`src/rtl/slot_switch.sv`:
```
module slot_switch #(
  parameter int SLOTS = 32,
  parameter int SW    = $clog2(SLOTS)
) (
  input  logic          clk,
  input  logic          rst_n,
  input  logic          frame_i,
  input  logic          in_valid,
  input  logic [SW-1:0] in_slot,
  input  logic [7:0]    in_byte,
  input  logic          out_req,
  input  logic [SW-1:0] out_slot,
  output logic          out_valid,
  output logic [7:0]    out_byte,
  input  logic          cm_we,
  input  logic [SW-1:0] cm_addr,
  input  logic [SW-1:0] cm_src,
  input  logic          cm_inact,
  input  logic          cm_pat,
  input  logic [7:0]    cm_tag
);
  localparam int WORDS = 2 * SLOTS;

  logic                       live_pg;
  logic [WORDS-1:0][7:0]      mem;
  logic [SLOTS-1:0][SW-1:0]   c_src;
  logic [SLOTS-1:0]           c_inact;
  logic [SLOTS-1:0]           c_pat;
  logic [SLOTS-1:0][7:0]      c_tag;

  logic          rd_pg;
  logic [7:0]    rd_byte;

  assign rd_pg   = live_pg ^ c_inact[out_slot];
  assign rd_byte = c_pat[out_slot] ? c_tag[out_slot] : mem[{rd_pg, c_src[out_slot]}];

  always_ff @(posedge clk) begin
    if (!rst_n) begin
      live_pg   <= 1'b0;
      mem       <= '0;
      c_src     <= '0;
      c_inact   <= '0;
      c_pat     <= '0;
      c_tag     <= '0;
      out_valid <= 1'b0;
      out_byte  <= 8'h00;
    end else begin
      if (frame_i) live_pg <= ~live_pg;
      if (in_valid) mem[{live_pg, in_slot}] <= in_byte;
      if (cm_we) begin
        c_src[cm_addr]   <= cm_src;
        c_inact[cm_addr] <= cm_inact;
        c_pat[cm_addr]   <= cm_pat;
        c_tag[cm_addr]   <= cm_tag;
      end
      out_valid <= out_req;
      if (out_req) out_byte <= rd_byte;
    end
  end

  assert_valid_follows_req_R2: assert property (@(posedge clk) disable iff (!rst_n)
    out_req |=> out_valid);
  assert_valid_idle_R2: assert property (@(posedge clk) disable iff (!rst_n)
    !out_req |=> (!out_valid && $stable(out_byte)));
  assert_page_swap_R5: assert property (@(posedge clk) disable iff (!rst_n)
    frame_i |=> (live_pg != $past(live_pg)));
  assert_page_hold_R5: assert property (@(posedge clk) disable iff (!rst_n)
    !frame_i |=> $stable(live_pg));
  assert_pattern_out_R6: assert property (@(posedge clk) disable iff (!rst_n)
    (out_req && c_pat[out_slot]) |=> (out_byte == $past(c_tag[out_slot])));
  assert_held_untouched_R7: assert property (@(posedge clk) disable iff (!rst_n)
    in_valid |=> (mem[{~$past(live_pg), $past(in_slot)}] == $past(mem[{~live_pg, in_slot}])));
  assert_no_store_R9: assert property (@(posedge clk) disable iff (!rst_n)
    !in_valid |=> $stable(mem));
endmodule

```
`config.mk`:
```
export PLATFORM = sky130hd
export DESIGN_NAME = slot_switch
export DESIGN_NICKNAME = d
export VERILOG_FILES = /design/src/rtl/slot_switch.sv
export SDC_FILE = /design/constraint.sdc
export NUM_CORES = 2
export LEC_CHECK = 0
export BUFFER_PORTS_ARGS = -buffer_cell sky130_fd_sc_hd__buf_2
export CORE_ASPECT_RATIO = 1.1
export CORE_UTILIZATION = 56
export DETAILED_ROUTE_END_ITERATION = 8
export HOLD_SLACK_MARGIN = 0.15
export MAX_ROUTING_LAYER = met4
export PLACE_DENSITY = 0.75
export SLEW_MARGIN = 15
export SYNTH_ARGS = -nofsm -noshare
export SYNTH_HDL_FRONTEND = slang
export SYNTH_SLANG_ARGS = --single-unit
```
`constraint.sdc`:
```
create_clock -name clk -period 3.24 [get_ports clk]
set_input_delay 0.648 -clock clk [delete_from_list [all_inputs] [get_ports clk]]
set_output_delay 0.648 -clock clk [all_outputs]
set_load 0.02 [all_outputs]
```
==> qor.csv <==
metric,value,unit
clock buffer depth,3,
Remaining DRCs,0,
ys async rst share,0,
Worst Path Required,3.83,ns
final hold violation count,0,
num rows,110,
"flops & latches, synth",1002,
Hold Slack,0.3111,ns
GR Overflow Total,0,
first-pass GRT wire length,204.8,mm
"commonest non-fill, non-tap cells in the layout","nand2_1 (1213), dfxtp_1 (1000), mux2i_1 (680)",
crit-path cells,"mux4_2, a22o_1, a221oi_2, buf_4, nand3_4, buf_12, buf_16, mux2i_1, mux2i_1, o22ai_1, or4_4, a211oi_2",
Mapped Nets,4994,
WP data arrival,3.76,ns
initial antenna violation count,7,
"Clk pin slew, worst setup/hold paths",0.06,ns
Yosys cell types,52,
pwr dens,511.0,nW/µm²
"most common cell after layout, fill and taps aside",nand2_1,
syn_area_per_cell,9.427,µm²
Hold Crit Endpoint,live_pg,
top_reg_cell synth,dfxtp_1,
gr usage total,0.3175,
hold wc startpoint,frame_i,
drt first pass iters,6,
synth-to-layout area growth,13.02,%
CTS H-tree lvls,3,
post-layout utilization of the core,0.6419,
slew margin rel.,0.3957,
post-synth design cell area,46670,µm²
post-DP HPWL,85.71,mm
Hold Path Stages,3,
Tmin final,3.174,ns
via count,36040,
total CTS buffers,104,
Setup WS post-layout,0.06643,ns
final-stage net count,4986,
Die Span X,277.2,µm
drt total wl,134.1,mm
routed vias/inst,5.916,
worst min path class,in -> reg,
sequential cell area fraction in the yosys report,0.4298,
cell family with most CP delay,compound AO/OA/AOI/OAI gates,
CTS tree,yes,
run status,"complete, no violations",
I/O Pins,53,
DIE HEIGHT,304.8,µm
peak supply drop,548.3,µV
synth warn,0,
Slowest cell on crit path,or4_4,
Pins Over Slew Limit,0,
reg2reg end,out_byte[0],
# hold bufs at CTS,0,
Port Buf Inserts,52,
clock latency on the worst-skew pair,0.67,ns
starting DRC count in detailed routing,3234,
pre-CTS setup slack,-0.7787,ns
crit path kind,reg -> reg,
vias in the first global route,34720,
Worst Max-Slew Pin Slew,0.9064,ns
critical path's most frequent cell,mux2i_1,
starting density of the core,0.5679,
Setup TNS,0,ns
Max Clock Freq,0.3151,GHz
R2R depth,12,
crit end category,register,
CP max stage delay,0.58,ns
Post-synth EDFFs,0,
core box area,82170,µm²
worst reg2reg setup slack,0.07,ns
root buffer cell,clkbuf_16,
Final period util,0.9795,
WP buf/inv,3,
Pleak,0.01772,µW
post-DR wirelength/cell,22.02,µm
Placer Congestion,0.9334,
Reg2Reg Launch Point,c_src[117],
RSZ-0062 raised after global routing,true,
Gate Count Post-Synth,4950,
final setup vio count,0,
die area,84490,µm²
CTS sink count,1002,
crit start category,register,
Max Cap Violations,0,
crit-path max FO,18,
Final Skew,0.01428,ns
largest net degree at the start of global routing,175,
Final ANT Viol Nets,0,
share of layout cells above drive strength 1,0.1380,
how the worst max path moves through the flow:
stage	from	endpoint	slack, ns	depth (start not counted)
floorplan	out_slot[0]	out_byte[7]	-0.03	12
global placement	out_slot[0]	out_byte[7]	-0.74	13
detailed placement	out_slot[0]	out_byte[7]	-0.78	14
CTS	c_src[151]	out_byte[2]	0.06	11
global route	c_src[112]	out_byte[2]	-0.04	13
finish	c_src[117]	out_byte[0]	0.07	12
cell type report:
cell class | instances | area, µm²
repair buffers | 307 | 2771
well taps | 1064 | 1331
flip-flops and latches | 1002 | 20060
inverters | 2 | 7.507
clock inverters | 32 | 347.8
multi-input cells | 3525 | 25040
diodes | 5 | 12.51
fillers | 6647 | 29420
clock buffers | 154 | 3167
cell usage after synthesis, types with 6 or more instances:
library cell | n | share of area
a22oi_1 | 20 | 0.0032
and3b_1 | 7 | 0.0013
mux4_1 | 13 | 0.0073
nor2b_1 | 344 | 0.046
o211ai_1 | 9 | 0.0014
nand3b_1 | 13 | 0.0021
and3_1 | 10 | 0.0013
buf_2 | 36 | 0.0039
nor2_1 | 85 | 0.0068
buf_4 | 22 | 0.0035
and2_1 | 6 | 0.00080
mux4_2 | 149 | 0.072
mux2i_1 | 680 | 0.15
or4_1 | 7 | 0.0011
clkbuf_1 | 343 | 0.028
or2_2 | 6 | 0.00080
o22ai_1 | 34 | 0.0046
a211oi_2 | 8 | 0.0021
nand2_1 | 1214 | 0.098
a21boi_0 | 656 | 0.11
a21oi_1 | 8 | 0.00086
dfxtp_1 | 1002 | 0.43
nor3b_1 | 7 | 0.0011
buf_1 | 16 | 0.0013
o21ai_0 | 7 | 0.00075
nand3_1 | 190 | 0.020
power breakdown:
group | internal, µW | switching (µW) | total (µW) | leakage, µW
Sequential | 12400 | 60.5 | 12500 | 0.00808
Clock | 7270 | 5040 | 12300 | 0.00175
Combinational | 881 | 1300 | 2180 | 0.00790
Total | 20600 | 6400 | 27000 | 0.0177
per-stage QoR:
step	area [µm²]	power, µW	cells
CTS	52450	26920	6079
global route	52740	27650	6090
detailed placement	48890	14770	5893
floorplan	46790	14060	4950
global placement	48890	14760	5893
finish	52740	26950	6091
tightest hold or removal path, stage by stage:
cell    delay [ns]
buf_2         0.08
xor2_1        0.05
and2_1        0.15
logic make-up (layout without fill, tap and decap cells):
kind of cell | Yosys count | count (layout) | synth area share
compound gates | 762 | 762 | 0.1222
xor+xnor | 3 | 3 | 0.0005632
buf+inv | 423 | 495 | 0.03748
flops | 1002 | 1002 | 0.4298
mux | 849 | 849 | 0.2269
other cells | 0 | 5 | 0
simple gates | 1911 | 1911 | 0.1830
timing repair:
action / 4_1_cts / 5_1_grt
pin swaps: 0 / 4
buffers inserted: 0 / 1
cloned: 0 / 6
resized for setup: 7 / 23
setup endpoints to repair: 8 / 8
flip-flops by register name, indices dropped and copies added, names as in the netlist:
| register | cells |
|---|---|
| c_tag | 256 |
| c_pat | 32 |
| c_src | 160 |
| c_inact | 32 |
| mem | 512 |
| live_pg | 1 |
| out_valid | 1 |
| out_byte | 8 |
routing by layer:
layer	routed length (µm)	part of all wire	GRT usage	vias to the layer above
li1	-	-	-	16980
met1	55670	0.42	0.4068	17440
met2	63550	0.47	0.5092	1309
met3	9090	0.068	0.03595	304
met4	5787	0.043	0.1341	0
met5	0	0	-	-
Note: power is estimated with default switching activity, not from simulation.
